### src/rtl/msched_pkg.sv
package msched_pkg;
  typedef enum logic [1:0] {
    MODE_BUCK  = 2'd0,
    MODE_BR_A  = 2'd1,
    MODE_BR_B  = 2'd2,
    MODE_BOOST = 2'd3
  } mode_e;

  typedef enum logic [1:0] {
    S_IDLE  = 2'd0,
    S_CLASS = 2'd1,
    S_DIV   = 2'd2
  } state_e;
endpackage

### src/rtl/msched_classify.sv
module msched_classify
  import msched_pkg::*;
#(
  parameter int          FRAC       = 16,
  parameter int          GINT       = 2,
  parameter int unsigned BUCK_MAX_Q = 58982,
  parameter int unsigned DBO_MIN_Q  = 2163,
  parameter int unsigned A_LO_DBU_Q = 57344,
  parameter int unsigned BOOST_G_Q  = 67764,
  localparam int GAIN_W = FRAC + GINT,
  localparam int DUTY_W = FRAC + 1
) (
  input  logic [GAIN_W-1:0] gain,
  output mode_e             mode,
  output logic [DUTY_W-1:0] dbu,
  output logic [DUTY_W-1:0] dbo,
  output logic              need_div,
  output logic [DUTY_W-1:0] div_num
);
  localparam logic [63:0] ONE64  = 64'd1 << FRAC;
  localparam logic [63:0] KEEP64 = ONE64 - 64'(DBO_MIN_Q);
  localparam logic [GAIN_W-1:0] G_BMAX  = GAIN_W'(BUCK_MAX_Q);
  localparam logic [GAIN_W-1:0] G_A_LO  = GAIN_W'((64'(A_LO_DBU_Q) << FRAC) / KEEP64);
  localparam logic [GAIN_W-1:0] G_A_HI  = GAIN_W'((64'(BUCK_MAX_Q) << FRAC) / KEEP64);
  localparam logic [GAIN_W-1:0] G_BOOST = GAIN_W'(BOOST_G_Q);
  localparam logic [DUTY_W-1:0] D_ONE  = DUTY_W'(ONE64);
  localparam logic [DUTY_W-1:0] D_BMAX = DUTY_W'(BUCK_MAX_Q);
  localparam logic [DUTY_W-1:0] D_MIN  = DUTY_W'(DBO_MIN_Q);
  localparam logic [DUTY_W-1:0] D_ALO  = DUTY_W'(A_LO_DBU_Q);
  localparam logic [DUTY_W-1:0] D_KEEP = DUTY_W'(KEEP64);
  localparam int PROD_W = GAIN_W + DUTY_W;
  localparam logic [PROD_W-1:0] P_LO = PROD_W'(64'(A_LO_DBU_Q) << FRAC);
  localparam logic [PROD_W-1:0] P_HI = PROD_W'((64'(BUCK_MAX_Q) + 64'd1) << FRAC);

  logic [PROD_W-1:0] prod;
  logic [DUTY_W-1:0] a_dbu;
  logic              snap_low;

  // bridge-A buck duty: gain scaled by (1 - minimum boost duty), clamped
  assign prod = PROD_W'(gain) * PROD_W'(D_KEEP);
  always_comb begin
    if (prod < P_LO)       a_dbu = D_ALO;
    else if (prod >= P_HI) a_dbu = D_BMAX;
    else                   a_dbu = prod[FRAC +: DUTY_W];
  end

  // in the gap, ties go to the buck edge
  assign snap_low = (gain - G_BMAX) <= (G_A_LO - gain);

  always_comb begin
    mode     = MODE_BUCK;
    dbu      = DUTY_W'(gain);
    dbo      = '0;
    need_div = 1'b0;
    div_num  = D_ONE;
    if (gain <= G_BMAX) begin
      mode = MODE_BUCK;
    end else if (gain < G_A_LO) begin
      if (snap_low) begin
        mode = MODE_BUCK;
        dbu  = D_BMAX;
      end else begin
        mode = MODE_BR_A;
        dbu  = D_ALO;
        dbo  = D_MIN;
      end
    end else if (gain <= G_A_HI) begin
      mode = MODE_BR_A;
      dbu  = a_dbu;
      dbo  = D_MIN;
    end else if (gain < G_BOOST) begin
      mode     = MODE_BR_B;
      dbu      = D_BMAX;
      need_div = 1'b1;
      div_num  = D_BMAX;
    end else begin
      mode     = MODE_BOOST;
      dbu      = D_ONE;
      need_div = 1'b1;
      div_num  = D_ONE;
    end
  end
endmodule

### src/rtl/msched_div.sv
module msched_div #(
  parameter int N_W = 33,
  parameter int D_W = 18,
  parameter int Q_W = 17,
  localparam int C_W = $clog2(N_W + 1)
) (
  input  logic           clk,
  input  logic           rst_n,
  input  logic           start,
  input  logic [N_W-1:0] num,
  input  logic [D_W-1:0] den,
  output logic [Q_W-1:0] q,
  output logic           q_valid
);
  logic [N_W-1:0] n_sh;
  logic [D_W-1:0] rem;
  logic [D_W-1:0] den_q;
  logic [C_W-1:0] cnt;
  logic [D_W:0]   trial;
  logic           take;

  assign trial = {rem, n_sh[N_W-1]};
  assign take  = trial >= {1'b0, den_q};

  always_ff @(posedge clk or negedge rst_n) begin
    if (!rst_n) begin
      n_sh    <= '0;
      rem     <= '0;
      den_q   <= '0;
      cnt     <= '0;
      q       <= '0;
      q_valid <= 1'b0;
    end else begin
      q_valid <= 1'b0;
      if (start) begin
        n_sh  <= num;
        rem   <= '0;
        den_q <= den;
        q     <= '0;
        cnt   <= C_W'(N_W);
      end else if (cnt != '0) begin
        n_sh    <= n_sh << 1;
        rem     <= take ? D_W'(trial - {1'b0, den_q}) : trial[D_W-1:0];
        q       <= {q[Q_W-2:0], take};
        cnt     <= cnt - 1'b1;
        q_valid <= (cnt == C_W'(1));
      end
    end
  end
endmodule

### src/rtl/gain_mode_sched.sv
module gain_mode_sched
  import msched_pkg::*;
#(
  parameter int          FRAC       = 16,
  parameter int          GINT       = 2,
  parameter int unsigned BUCK_MAX_Q = 58982,
  parameter int unsigned DBO_MIN_Q  = 2163,
  parameter int unsigned A_LO_DBU_Q = 57344,
  parameter int unsigned BOOST_G_Q  = 67764,
  localparam int GAIN_W = FRAC + GINT,
  localparam int DUTY_W = FRAC + 1
) (
  input  logic              clk,
  input  logic              rst_n,
  input  logic              in_valid,
  output logic              in_ready,
  input  logic [GAIN_W-1:0] in_gain,
  output logic              out_done,
  output logic [1:0]        out_mode,
  output logic [DUTY_W-1:0] out_buck,
  output logic [DUTY_W-1:0] out_boost
);
  localparam int N_W = DUTY_W + FRAC;
  localparam logic [DUTY_W-1:0] D_ONE = DUTY_W'(64'd1 << FRAC);
  localparam logic [DUTY_W-1:0] D_MIN = DUTY_W'(DBO_MIN_Q);

  state_e            st;
  logic [GAIN_W-1:0] gain_q;
  mode_e             c_mode, pend_mode;
  logic [DUTY_W-1:0] c_dbu, c_dbo, c_num, pend_dbu;
  logic              c_div;
  logic              div_start, q_valid;
  logic [DUTY_W-1:0] q, q_dbo;

  msched_classify #(
    .FRAC(FRAC), .GINT(GINT), .BUCK_MAX_Q(BUCK_MAX_Q), .DBO_MIN_Q(DBO_MIN_Q),
    .A_LO_DBU_Q(A_LO_DBU_Q), .BOOST_G_Q(BOOST_G_Q)
  ) u_cls (
    .gain(gain_q), .mode(c_mode), .dbu(c_dbu), .dbo(c_dbo),
    .need_div(c_div), .div_num(c_num)
  );

  assign div_start = (st == S_CLASS) && c_div;

  msched_div #(.N_W(N_W), .D_W(GAIN_W), .Q_W(DUTY_W)) u_div (
    .clk(clk), .rst_n(rst_n), .start(div_start),
    .num({c_num, {FRAC{1'b0}}}), .den(gain_q),
    .q(q), .q_valid(q_valid)
  );

  assign q_dbo    = D_ONE - q;
  assign in_ready = (st == S_IDLE);

  always_ff @(posedge clk or negedge rst_n) begin
    if (!rst_n) begin
      st        <= S_IDLE;
      gain_q    <= '0;
      pend_mode <= MODE_BUCK;
      pend_dbu  <= '0;
      out_mode  <= 2'(MODE_BUCK);
      out_buck  <= '0;
      out_boost <= '0;
      out_done  <= 1'b0;
    end else begin
      out_done <= 1'b0;
      case (st)
        S_IDLE: if (in_valid) begin
          gain_q <= in_gain;
          st     <= S_CLASS;
        end
        S_CLASS: if (c_div) begin
          pend_mode <= c_mode;
          pend_dbu  <= c_dbu;
          st        <= S_DIV;
        end else begin
          out_mode  <= 2'(c_mode);
          out_buck  <= c_dbu;
          out_boost <= c_dbo;
          out_done  <= 1'b1;
          st        <= S_IDLE;
        end
        S_DIV: if (q_valid) begin
          out_mode  <= 2'(pend_mode);
          out_buck  <= pend_dbu;
          out_boost <= (q_dbo < D_MIN) ? D_MIN : q_dbo;
          out_done  <= 1'b1;
          st        <= S_IDLE;
        end
        default: st <= S_IDLE;
      endcase
    end
  end
endmodule

### config.mk
export PLATFORM = sky130hd
export DESIGN_NAME = gain_mode_sched
export DESIGN_NICKNAME = d
export VERILOG_FILES = /design/src/rtl/msched_pkg.sv /design/src/rtl/msched_classify.sv /design/src/rtl/msched_div.sv /design/src/rtl/gain_mode_sched.sv
export SDC_FILE = /design/constraint.sdc
export NUM_CORES = 1
export LEC_CHECK = 0
export ABC_CLOCK_PERIOD_IN_PS = 16650
export BUFFER_PORTS_ARGS = -buffer_cell sky130_fd_sc_hd__buf_2
export CAP_MARGIN = 0
export CORE_MARGIN = 2
export CORE_UTILIZATION = 55
export DETAILED_ROUTE_END_ITERATION = 8
export PLACE_DENSITY_LB_ADDON = 0.25
export SYNTH_ARGS = -nofsm -noshare
export SYNTH_HDL_FRONTEND = slang
export SYNTH_SLANG_ARGS = --single-unit
### constraint.sdc
create_clock -name clk -period 16.65 [get_ports clk]
set_input_delay 2.4975 -clock clk [delete_from_list [all_inputs] [get_ports clk]]
set_output_delay 2.4975 -clock clk [all_outputs]
set_load 0.02 [all_outputs]
==> impl_metrics.tcl, run 1 <==
set metrics [dict create \
    synthTopCellsByArea "dfrtp_1, ha_1, fa_1" \
    cts_setup_buffers 0 \
    wl_per_cell_um 18.5 \
    cp_cell_sequence "fa_1 -> inv_1 -> fa_1 -> inv_1 -> fa_1 -> fa_1 -> inv_1 -> fa_1 -> fa_1 -> inv_1 -> ha_1 -> a21oi_2 -> o21bai_1 -> o21ai_1 -> a21oi_2 -> o2111ai_1 -> o211ai_1 -> nor3_1 -> o21ai_0 -> a2111oi_0 -> a211oi_1" \
    worstSetupPathType "reg -> reg" \
    fin_tns_setup_ns 0 \
    fin_crit_sh_pct 45.3 \
    core_area_um2 27000 \
    insertedDiodeCount 0 \
    syn_area_um2 15200 \
    max_stage_delay_ns 0.74 \
    path_clk_slew_ns 0.07 \
    ys_ff_latch 152 \
    vias_per_cell 5.92 \
    drc 0 \
    cp_max_fo 17 \
    grt_pass1_wl_um 61900 \
    hpwlAfterDp_um 28800 \
    cp_common_cell "fa_1" \
    syn_area_per_cell_um2 9.34 \
    outcome "finished, final reports clean" \
    first_pass_iters 8 \
    clockBufferDepth 2 \
    drtIter0Drc 909 \
    die_y_um 170 \
    rows 60 \
    synth_simple_gate_area_share_pct 11.4 \
    hold_ws_ns 0.478 \
    critPathBufInv 4 \
    max_freq_ghz 0.132 \
    grt_pass1_vias 11946 \
    insertion_delay_ns 0.43 \
    yosys-top-cells-count "inv_1, ha_1, nand2_1" \
    drive_above_1_share_pct 8.80 \
    wirelength_um 37400 \
    numCtsBuffers 17 \
    grt-ovfl-total 0 \
    fin_skew_ns 0.0112 \
    final_util_pct 61.0 \
    synthCells 1626 \
    worst_setup_path_start_kind "register" \
    initial_core_util_pct 56.2 \
    yosys_warnings 0 \
    num_vias 11983 \
    seq_area_um2 3800 \
    multiInputGateArea_um2 10300 \
    critPathSlowestCell "fa_1" \
    rsz0062_at_grt "false" \
    nFillCells 2291 \
    synthXorXnorAreaFrac_pct 4.38 \
    dieArea_um2 29000 \
    synth_top_family_by_area "adder cells" \
    slew_headroom_pct 23.4 \
    max-cap-violations 0 \
    die_w_um 170 \
    synth_edf_count 0 \
    hold_buffers 0 \
    drv_slew 0 \
    synth-compound-area-share_pct 16.4 \
    critPathTopFamily "adder cells" \
    finalSetupViolations 0 \
    finalCriticalPeriod_ns 7.55 \
    clk_root_buffer_cell "clkbuf_16" \
    synth_top_area_share_pct 25.0 \
    ant_nets 0 \
    worstPathRequired_ns 16.93 \
    ios 59 \
    timing_hold_violations_final 0 \
    synthAdderAreaFrac_pct 34.2 \
    grtUsageTotal_pct 27.2 \
    synth_most_common_cell "inv_1" \
    end_kind "register" \
    cts_resized 0 \
    synthFlopType "dfrtp_1" \
    yosys.cell_types.count 76 \
    ff2ff_setup_slack_ns 9.10 \
    synthMuxAreaShare_pct 1.60 \
    gp_congestion 0.929 \
    hold_class "reg -> reg" \
    yosysTopAreaCell "dfrtp_1" \
    synth_fp_nets 1985 \
    cp_data_arrival_time_ns 7.83 \
    clkSinkCount 152 \
    port_buffers 58 \
    antenna_found_initial 0 \
    cts_tree "yes" \
    h-tree-depth 4 \
    worst_slew_pin_slew_ns 1.14 \
    fin_area_um2 16500 \
    grt_max_degree 82 \
    placed_area_um2 15800 \
    nNetsFinal 2028 \
    synth.yosys.seq_area_share_pct 25.0 \
    area_growth_pct 8.48 \
    synthArstFlopShare_pct 100 \
]
[final cells by class]
type,instances,area share (%)
clock buffer,19,2.75
clock inverter,13,1.12
inverter,231,5.26
multi-input combinational,1196,62.8
sequential,152,23.1
tap,341,2.59
timing repair buffer,71,2.39
[kinds of logic (layout without fill, tap and decap cells)]
logic type / after synthesis / after routing
AO/OA/AOI/OAI: 388 / 388
AND/OR/NAND/NOR: 372 / 372
adder cells (fa/ha/maj): 338 / 338
buffers and inverters: 278 / 334
flip-flops: 152 / 152
XOR/XNOR: 76 / 76
multiplexers: 22 / 22
[layer usage]
| metal | up-vias | global-route usage, % | part of all wire, % |
|---|---|---|---|
| met4 | 0 | 6.43 | 2.0 |
| li1 | 5589 | - | - |
| met1 | 5947 | 38.0 | 44 |
| met5 | - | 0 | 0 |
| met3 | 48 | 5.40 | 7.4 |
| met2 | 399 | 43.7 | 46 |
[flip-flops by register name, indices dropped and copies added, names as in the netlist, 6 cells and up]
register,flops
gain_q,18
u_div.den_q,18
out_boost,17
pend_dbu,17
u_div.cnt,6
out_buck,17
u_div.q,17
u_div.rem,18
u_div.n_sh,16
[metrics by stage]
stage | instances | setup WS [ns]
after floorplan | 1626 | 9.94
after global placement | 1991 | 9.40
after detailed placement | 1991 | 9.19
after CTS | 2023 | 9.19
after global routing | 2023 | 8.58
final | 2023 | 9.10
[cells in the final DEF, fill, tap and decap left out, drive strengths merged, types with 6 or more instances in the layout]
cell	synthesis	final
and3	16	16
nor2b	14	14
o21ai	100	100
nor3	18	18
nand2	167	167
or2	6	6
a31oi	20	20
a211o	6	6
ha	210	210
or3	8	8
xnor2	58	58
nand4	12	12
inv	230	236
fa	128	128
a21oi	128	128
dfrtp	152	152
a21o	28	28
nand3	24	24
o21a	10	10
clkbuf	34	19
xor2	18	18
o211ai	8	8
nand2b	10	10
mux2	18	18
a21boi	8	8
nor2	71	71
buf	13	71
a2111oi	6	6
a211oi	16	16
[worst paths after layout]
| path | from | endpoint | cells after the start |
|---|---|---|---|
| max | gain_q[8] | out_buck[2] | 21 |
| min | out_boost[14] | out_boost[14] | 2 |
| max reg2reg | gain_q[8] | out_buck[2] | 21 |
| min reg2reg | out_boost[14] | out_boost[14] | 2 |
| max in group asynchronous | rst_n | u_div.rem[15] | 2 |
| min in group asynchronous | rst_n | u_div.q[13] | 1 |
[tightest hold or removal path: cells and delay by family (launching register included)]
family	cells	cell delay [ns]
flops	1	0.34
simple gates	1	0.04
compound gates	1	0.06
Power of run 1 is not shown: default switching activity piles up to over one toggle a cycle in this logic, so the estimate is an artifact.
==> run 2: changes to the inputs <==
- ABC_CLOCK_PERIOD_IN_PS: 16650 -> 7350
- clock period: 16.65 -> 7.35 ns (I/O delays scaled with it)
==> impl_metrics.tcl, run 2 (synthesis gave the netlist of run 1 again) <==
set metrics [dict create \
    cts_tree "yes" \
    cp_data_arrival_time_ns 7.36 \
    worst_setup_path_start_kind "register" \
    final_common_cell "inv_1" \
    first_pass_iters 6 \
    timing_hold_violations_final 0 \
    ant_nets 0 \
    hpwlAfterDp_um 30500 \
    worstPathRequired_ns 7.70 \
    drv_slew 0 \
    initial_core_util_pct 56.2 \
    clk_root_buffer_cell "clkbuf_16" \
    critPathBufInv 4 \
    max-cap-violations 0 \
    outcome "finished, final reports clean" \
    area_growth_pct 9.45 \
    gp_congestion 0.974 \
    critPathSlowestCell "fa_1" \
    end_kind "register" \
    insertedDiodeCount 0 \
    grt_max_degree 101 \
    fin_cells 2044 \
    fin_crit_sh_pct 95.4 \
    final_util_pct 61.5 \
    cp_common_cell "fa_1" \
    numCtsBuffers 17 \
    num_vias 11917 \
    hold_buffers 0 \
    dpl.cell_count 2010 \
    grt_pass1_wl_um 63200 \
    drc 0 \
    largestRegisters "gain_q x18, u_div.den_q x18, u_div.rem x18" \
    fin_skew_ns 0.00806 \
    drive_above_1_share_pct 10.0 \
    max_stage_delay_ns 0.64 \
    die_w_um 170 \
    vias_per_cell 5.83 \
    critPathTopFamily "adder cells" \
    finalSetupViolations 0 \
    ios 59 \
    insertion_delay_ns 0.43 \
    grt_pass1_vias 11785 \
    nNetsFinal 2049 \
    wl_per_cell_um 19.1 \
    rows 60 \
    path_clk_slew_ns 0.06 \
    wirelength_um 39000 \
    nFillCells 2342 \
    antenna_found_initial 0 \
    clockBufferDepth 2 \
    grt-ovfl-total 0 \
    worst_slew_pin_slew_ns 1.12 \
    cp_max_fo 10 \
    cp_cell_sequence "fa_1 -> inv_1 -> fa_1 -> inv_1 -> fa_1 -> fa_1 -> inv_1 -> fa_1 -> fa_1 -> inv_1 -> ha_1 -> and4_1 -> and2_1 -> a211oi_1 -> xor2_1 -> o221ai_1 -> a311oi_1 -> o211ai_2 -> or4_1 -> a21oi_1" \
    port_buffers 58 \
    grtUsageTotal_pct 28.1 \
    h-tree-depth 4 \
    die_y_um 170 \
    hold_class "reg -> reg" \
    slew_headroom_pct 25.0 \
    worstSetupPathType "reg -> reg" \
    max_freq_ghz 0.143 \
    layout_common_cells "inv_1, ha_1, nand2_1" \
    core_area_um2 27000 \
    clkSinkCount 152 \
    dieArea_um2 29000 \
    finalCriticalPeriod_ns 7.01 \
    drtIter0Drc 924 \
]
## run 2: path summary, 6_finish.rpt
| check | startpoint | end | slack (ns) | depth (start not counted) |
|---|---|---|---|---|
| worst max-delay path | gain_q[9] | out_buck[4] | 0.34 | 20 |
| worst min-delay path | out_boost[14] | out_boost[14] | 0.47 | 2 |
| worst max register to register | gain_q[9] | out_buck[4] | 0.34 | 20 |
| worst min register to register | out_boost[14] | out_boost[14] | 0.47 | 2 |
| max in group asynchronous | rst_n | gain_q[11] | 5.29 | 2 |
| min in group asynchronous | rst_n | u_div.q[12] | 0.74 | 1 |
## run 2: area by class of cell
cell class	instances	area [µm²]	share of cell area (%)
inverter	231	867	5.22
clock buffer	23	488	2.94
clock inverter	9	115	0.692
multi-input combinational	1196	10400	62.4
sequential	152	3800	22.9
timing repair buffer	92	552	3.32
tap	341	427	2.57
## run 2: tightest hold or removal path, stage by stage, from the launching register on
cell	delay [ns]
dfrtp_1	0.34
nand2_1	0.04
o21ai_0	0.06
## run 2: metrics by stage
stage	hold WS (ns)	instance area [µm²]	setup TNS, ns	setup slack (ns)
2_1_floorplan	0.441	15200	0	0.643
3_3_place_gp	0.456	16000	0	0.346
3_5_place_dp	0.466	16000	0	0.249
4_1_cts	0.480	16600	0	0.210
5_1_grt	0.493	16600	-0.0216	-0.0216
6_report	0.474	16600	0	0.340
## run 2: timing repair
| action | CTS | global route |
|---|---|---|
| resized for setup | 0 | 9 |
| endpoints found under the setup margin | 0 | 10 |
| buffers inserted | 0 | 2 |
## run 2: layer usage
layer,wire length [µm],track usage [%]
met2,18200,44.7
met1,17800,40.4
met4,581,5.83
met3,2380,5.09
met5,0,0
Power of run 2 is left out for the same reason.
==> run 3: changes to the inputs <==
- CELL_PAD_IN_SITES_DETAIL_PLACEMENT: unset -> 2
- CELL_PAD_IN_SITES_GLOBAL_PLACEMENT: unset -> 2
- CORE_UTILIZATION: 55 -> 41
- PLACE_DENSITY: unset -> 0.78
- PLACE_DENSITY_LB_ADDON: 0.25 -> unset
==> impl_metrics.tcl, run 3 (synthesis gave the netlist of run 1 again) <==
set metrics [dict create \
    outcome "finished, final reports clean" \
    hpwlAfterDp_um 42400 \
    h-tree-depth 4 \
    worst_setup_path_start_kind "register" \
    timing_hold_violations_final 0 \
    dpl.cell_count 2145 \
    wl_per_cell_um 24.3 \
    port_buffers 58 \
    core_area_um2 36500 \
    r2r_cells 21 \
    drv_slew 0 \
    grtUsageMet1_pct 37.5 \
    vias_per_cell 5.70 \
    worstPathRequired_ns 7.71 \
    fin_cells 2180 \
    path_clk_slew_ns 0.07 \
    clockBufferDepth 2 \
    die_y_um 196 \
    pre_cts_ws_ns -0.00108 \
    met2_usage_pct 48.6 \
    nNetsFinal 2057 \
    busiest_layer "met2" \
    insertion_delay_ns 0.44 \
    ios 59 \
    max-cap-violations 0 \
    critPathSlowestCell "fa_1" \
    finalSetupViolations 0 \
    cp_data_arrival_time_ns 7.47 \
    antenna_found_initial 1 \
    dieArea_um2 38600 \
    final_common_cell "inv_1" \
    max_stage_delay_ns 0.62 \
    worstHoldPathCells 1 \
    fin_skew_ns 0.00972 \
    gp_congestion 0.925 \
    grtUsageMet3_pct 3.94 \
    cp_cell_sequence "fa_1 -> inv_1 -> fa_1 -> inv_1 -> fa_1 -> fa_1 -> inv_1 -> fa_1 -> fa_1 -> inv_1 -> ha_1 -> and4_1 -> and2_1 -> o211a_4 -> a211oi_4 -> o31ai_4 -> xnor2_1 -> nor4b_4 -> nand3_1 -> or4_1 -> a21oi_1" \
    ant_nets 0 \
    hold_class "reg -> reg" \
    rows 70 \
    max_freq_ghz 0.141 \
    layout_common_cells "inv_1, ha_1, nand2_1" \
    die_w_um 196 \
    drc 0 \
    hold_buffers 0 \
    clkSinkCount 152 \
    area_growth_pct 11.2 \
    worst_slew_pin_slew_ns 1.09 \
    numCtsBuffers 17 \
    clk_root_buffer_cell "clkbuf_16" \
    drtIter0Drc 623 \
    grtUsageTotal_pct 28.6 \
    wirelength_um 53100 \
    first_pass_iters 5 \
    end_kind "register" \
    initial_core_util_pct 41.6 \
    cp_common_cell "fa_1" \
    slew_headroom_pct 26.9 \
    largestRegisters "gain_q x18, u_div.den_q x18, u_div.rem x18" \
    grt_pass1_wl_um 83700 \
    drive_above_1_share_pct 10.8 \
    final_util_pct 46.2 \
    num_vias 12419 \
    cts_tree "yes" \
    grt_max_degree 79 \
    finalCriticalPeriod_ns 7.11 \
    fin_crit_sh_pct 96.7 \
    worstSetupPathType "reg -> reg" \
    setup_ws_ns 0.245 \
    grt_pass1_vias 14101 \
    grt-ovfl-total 0 \
    cp_max_fo 7 \
]
## run 3: cell types whose count changed in the layout (fill, tap and decap cells not counted), sizes merged
cell / before / now
buf: 92 / 100
clkinv: 5 / 2
clkinvlp: 2 / 4
bufinv: 2 / 3
clkbuf: 23 / 22
diode: 0 / 1
inv: 231 / 232
## run 3: what timing repair did
item | 4_1_cts | 5_1_grt
endpoints found under the hold margin | 0 | 0
setup endpoints to repair | 1 | 10
gates resized for setup | 1 | 17
pin swaps | 0 | 1
setup buffers | 0 | 2
## run 3: layout make-up
class | instances | area, µm²
fillers | 3969 | 19600
multi-input cells | 1196 | 10400
flip-flops and latches | 152 | 3810
inverters | 231 | 867
repair buffers | 100 | 612
well taps | 468 | 586
clock buffers | 22 | 464
clock inverters | 10 | 143
diodes | 1 | 2.50
## run 3: worst max-delay path, delay by kind of cell, from the launching register on
family	cells	cell delay [ns]
AOI/OAI and AO/OA	4	0.91
buffers and inverters	4	0.24
and+or+nand+nor	5	1.54
adders and majority gates	7	3.65
xor gates and xnor gates	1	0.21
DFF	1	0.48
## run 3: per-stage QoR
stage,hold WS (ns),TNS [ns],area (µm²)
global route,0.502,-0.0215,16900
finish,0.474,0,16900
detailed placement,0.466,-0.00108,16200
floorplan,0.441,0,15200
global placement,0.456,0,16200
CTS,0.480,0,16800
## run 3: path summary, 6_finish.rpt
path                            slack [ns]   startpoint             to
worst max register to register        0.24    gain_q[8]    out_buck[4]
worst min-delay path                  0.47  pend_dbu[2]    pend_dbu[2]
worst max-delay path                  0.24    gain_q[8]    out_buck[4]
max in group asynchronous             5.14        rst_n  u_div.rem[17]
min in group asynchronous             0.72        rst_n    u_div.q[13]
worst min register to register        0.47  pend_dbu[2]    pend_dbu[2]
## run 3: metal layers
| layer | share of wire, % | vias up | wire [µm] |
|---|---|---|---|
| li1 | - | 5626 | - |
| met1 | 43 | 6456 | 22900 |
| met2 | 49 | 252 | 26200 |
| met3 | 4.2 | 85 | 2240 |
| met4 | 3.3 | 0 | 1730 |
| met5 | 0 | - | 0 |
Power of run 3 is left out for the same reason.
